--- config.mk ---
export PLATFORM = sky130hd
export DESIGN_NAME = bist_reg
export DESIGN_NICKNAME = d
export VERILOG_FILES = /design/src/rtl/bist_reg.sv
export SDC_FILE = /design/constraint.sdc
export NUM_CORES = 1
export LEC_CHECK = 0
export ABC_AREA = 1
export BUFFER_PORTS_ARGS = -buffer_cell sky130_fd_sc_hd__buf_2
export CAP_MARGIN = 20
export CORE_MARGIN = 10
export CORE_UTILIZATION = 30
export CTS_CLUSTER_SIZE = 24
export DETAILED_ROUTE_END_ITERATION = 16
export PLACE_DENSITY = 0.54
export SLEW_MARGIN = 40
export SYNTH_ARGS = -nofsm -noshare
export SYNTH_HDL_FRONTEND = slang
export SYNTH_SLANG_ARGS = --single-unit
--- constraint.sdc ---
create_clock -name clk -period 1.25 [get_ports clk]
set_clock_uncertainty 0.05 [all_clocks]
set_input_delay 0.125 -clock clk [delete_from_list [all_inputs] [get_ports clk]]
set_output_delay 0.125 -clock clk [all_outputs]
set_load 0.1 [all_outputs]
--- src/rtl/bist_reg.sv ---
module bist_reg #(
  parameter int              N          = 8,
  parameter logic [N-1:0]    TAPS       = 8'hB8,
  parameter bit              GEN_SEL_EN = 1'b1
) (
  input  logic         clk,
  input  logic         rst_n,
  input  logic         mode_b1,
  input  logic         mode_b2,
  input  logic         gen_sel,
  input  logic [N-1:0] par_in,
  input  logic         scan_in,
  output logic [N-1:0] par_out,
  output logic         scan_out
);

  logic [N-1:0] q;
  logic [N-1:0] din;
  logic         fb;

  assign fb  = ^(q & TAPS);
  assign din = (GEN_SEL_EN && gen_sel) ? '0 : par_in;

  always_ff @(posedge clk or negedge rst_n) begin
    if (!rst_n) q <= '0;
    else begin
      unique case ({mode_b1, mode_b2})
        2'b11: q <= par_in;
        2'b01: q <= '0;
        2'b00: q <= {q[N-2:0], scan_in};
        2'b10: q <= {q[N-2:0], fb} ^ din;
        default: q <= q;
      endcase
    end
  end

  assign par_out  = q;
  assign scan_out = q[N-1];

endmodule

# After elaboration in Yosys (flattened, before gate mapping)
# Cells that the tools add are included.
# op_classes
addsub	0
n_mul	0
div_mod_pow	0
n_lt_le_gt_ge	0
eq_ne	3
n_shift	0
muxes	2
n_bitwise	1
n_reduce_logical	2
# ops
operator	n
case mux 8 bit (4 select lines)	1
two-way mux 8 bit	1
parity 8 bit	1
XOR 8 bit	1
equality test 2 bit, second input constant	2
equality test 2 x 1 -> 1 bit, second input constant	1
zero test 2 bit	1
# totals
reg_bits	8
latch_bits	0
ram_bits	0
rom_bits	0
output_inout_bits	9
elab_cells	9
mem_count	0

# Logic depth before layout (Yosys ltp)
# logic_depth
ltp_word	3
depth_mapped	7

# Least setup slack after synthesis
# Ideal clock, no wire load.
# synth_timing
kind	flip-flop to flip-flop
start	register q[3], in the netlist par_out[3]
end	register q[0], in the netlist par_out[0]
arrival_time_ns	1.520
required_time_ns	1.083
path_slack_ns	-0.437
path_stages_with_launch	8
n_path_buf	0
synth_period_minus_slack_ns	1.687
cell_sequence	dfrtp_1 -> inv_1 -> nand2_1 -> nand3_1 -> nand2_1 -> nand2_1 -> nand3_1 -> nand2_1
# synth_between
elab_chain_cells	3
# synth_rtl
element	line_no	source
from (decl)	17	logic [N-1:0] q;
from (signal assigned)	28	2'b11: q <= par_in;
from (signal assigned)	30	2'b00: q <= {q[N-2:0], scan_in};
from (signal assigned)	31	2'b10: q <= {q[N-2:0], fb} ^ din;
parity 8 bit	21	assign fb = ^(q & TAPS);
XOR 8 bit	31	
case mux 8 bit (4 select lines)	27	unique case ({mode_b1, mode_b2})
# Every way passes these cells.

# Final worst setup path
# Ends and elaborated chain as after synthesis.

==> flow_metrics.py <==
metrics = {
    "yosys": {
        "synth_top_area_share_pct": 36.9,
        "synth.net_count": 86,
        "yosys.area.top_type": "dfrtp_1",
        "yosysSeqAreaShare_pct": 36.9,
        "synthDistinctLibCells": 13,
        "synth_area_per_cell_sq_um": 7.54,
        "synthCells": 72,
        "synth-seq-cells": 8,
        "yosys-top-cells-area": "dfrtp_1, nand3_1, o21bai_2, inv_1, o21ai_0",
        "netlist_area_sq_um": 543,
        "ys.warnings.count": 0,
    },
    "pwr": {
        "peakVddDrop_mv": 0.680,
        "power.leakage_nw": 0.419,
        "power.density_nw_per_um2": 1240,
        "finalPower_mw": 1.06,
    },
    "setup_path": {
        "worstSetupPathType": "reg2reg",
        "end_kind": "flop",
        "path_delay_family": "flip-flops",
        "cp_max_fo": 5,
        "r2r-end": "par_out[0]$_DFF_PN0_",
        "reg2reg_depth": 6,
        "critPathBufInv": 1,
        "crit_required_ns": 1.34,
        "reg2reg_slack_ns": 0.14,
        "cp_data_arrival_time_ns": 1.20,
        "crit_slowest_cell": "dfrtp_2",
        "crit_top_cell": "nand3_1",
        "cp_slowest_stage_delay_ns": 0.45,
        "r2r_start": "par_out[3]$_DFF_PN0_",
        "start_kind": "flop",
        "crit_chain": "inv_1 -> nand2_1 -> nand3_1 -> nand3_1 -> nand3_1 -> nand2_1",
    },
    "timing": {
        "hold_violations": 0,
        "setup_violations": 0,
        "fin_ws_ns": 0.139,
        "setup-tns-final_ns": 0,
        "fmax_ghz": 0.900,
        "final-max-slew-violation-count": 0,
        "relSlewSlack_pct": 81.6,
        "period_minus_slack_ns": 1.11,
        "worstMarginPinSlew_ns": 0.275,
        "rsz0062_at_grt": "no",
        "fin_crit_sh_pct": 88.9,
    },
    "min_path": {
        "min_path_type": "in2reg",
        "min_from": "par_in[2]",
        "hold_end": "par_out[2]$_DFF_PN0_",
        "hold-path-cell-count": 3,
    },
    "routing": {
        "postRouteWirelength_um": 1530,
        "drt_iter0_drc": 11,
        "wl_per_cell_um": 12.5,
        "drtPass1Iterations": 4,
        "viasPerCell": 4.48,
        "vias": 547,
        "antenna_left": 0,
        "route.detailed.drc": 0,
    },
    "cts": {
        "clk_latency_ns": 0.26,
        "cts_tree": "yes",
        "cts-root-buf": "clkbuf_4",
        "clkTransAtPathRegs_ns": 0.06,
        "cts_buffers": 3,
        "cts.path.max_buffers": 2,
        "htree_levels": 1,
        "clock-sinks": 8,
    },
    "global_route": {
        "first_global_vias": 562,
        "overflow": 0,
        "grt_pass1_wl_um": 2680,
        "track_usage_pct": 8.09,
        "grt_max_degree": 9,
        "antenna_found_initial": 0,
    },
    "cells_and_area": {
        "most-common-layout-cells": "nand3_1, inv_1, buf_2",
        "nNetsFinal": 113,
        "drive_above_1_share_pct": 44.3,
        "n_antenna_cell": 0,
        "largest_reg_flops": 8,
        "final_common_cell": "nand3_1",
        "syn_to_final_growth_pct": 57.4,
    },
    "floorplanning": {
        "die_area_sq_um": 3910,
        "row_count": 15,
        "io_pins": 23,
        "core_area_sq_um": 1730,
        "die-width_um": 62.5,
        "start_util_pct": 31.4,
        "die_y_um": 62.5,
    },
    "placed_design": {
        "portBuffers": 22,
        "pre_cts_ws_ns": 0.158,
        "post-dp-hpwl_um": 1220,
        "place_congestion": 0.731,
    },
    "run": {
        "max_cap_viol_count": 0,
    },
    "outcome": {
        "status": "complete, no violations",
    },
}
cell type report:
| cell class | instances | area (sq um) |
|---|---|---|
| well taps | 25 | 31.3 |
| fillers | 178 | 872 |
| flip-flops and latches | 8 | 210 |
| repair buffers | 23 | 255 |
| inverters | 16 | 62.6 |
| multi-input cells | 47 | 273 |
| clock buffers | 3 | 22.5 |
cell usage after synthesis (all sizes together):
cell / count
inv: 16
xnor2: 1
o21bai: 6
dfrtp: 8
buf: 1
nand3: 19
nand2: 9
o21ai: 9
nor2: 3
worst max path at each step:
stage	cells after the start	slack [ns]	end	from
finish	6	0.14	par_out[0]$_DFF_PN0_	par_out[3]$_DFF_PN0_
global route	6	0.01	par_out[0]$_DFF_PN0_	par_out[3]$_DFF_PN0_
CTS	6	0.13	par_out[0]$_DFF_PN0_	par_out[3]$_DFF_PN0_
detailed placement	6	0.16	par_out[0]$_DFF_PN0_	par_out[3]$_DFF_PN0_
global placement	6	0.18	par_out[0]$_DFF_PN0_	par_out[3]$_DFF_PN0_
floorplan	7	-0.12	par_out[0]$_DFF_PN0_	par_out[3]$_DFF_PN0_
report_power, final:
| part | total [mW] | switching, mW | internal, mW |
|---|---|---|---|
| registers | 0.336 | 0.0435 | 0.292 |
| clock network | 0.202 | 0.0923 | 0.110 |
| logic | 0.522 | 0.330 | 0.191 |
per-stage QoR:
stage	instances	utilization, %	hold slack (ns)	cell area (sq um)
after floorplan	72	-	-0.221	553
after detailed placement	118	47.6	-0.0716	822
after global routing	122	49.5	0.132	855
after CTS	122	49.5	0.113	855
final	122	49.5	0.117	855
after global placement	118	47.6	-0.0658	822
layer usage:
layer	part of all wire [%]	vias to the layer above	global-route usage (%)
li1	-	287	-
met3	6.7	2	2.87
met2	48	20	13.8
met1	44	238	8.81
met4	1.5	0	3.35
met5	0	-	0
worst min-delay path: cells and delay by family:
family	cells	cell delay, ns
AOI/OAI and AO/OA	1	0.09
buffers and inverters	2	0.17
cell families after synthesis:
family                    share of synthesized area (%)
buffers and inverters                              12.9
DFF                                                36.9
AOI/OAI and AO/OA                                  21.4
xor gates and xnor gates                           1.61
and+or+nand+nor                                    27.2
what timing repair did:
item / CTS / global route
buffers inserted: 0 / 0
resized for setup: 0 / 0
hold endpoints to repair: 8 / 0
hold buffers: 1 / 0
(Power assumes the default switching activity.)
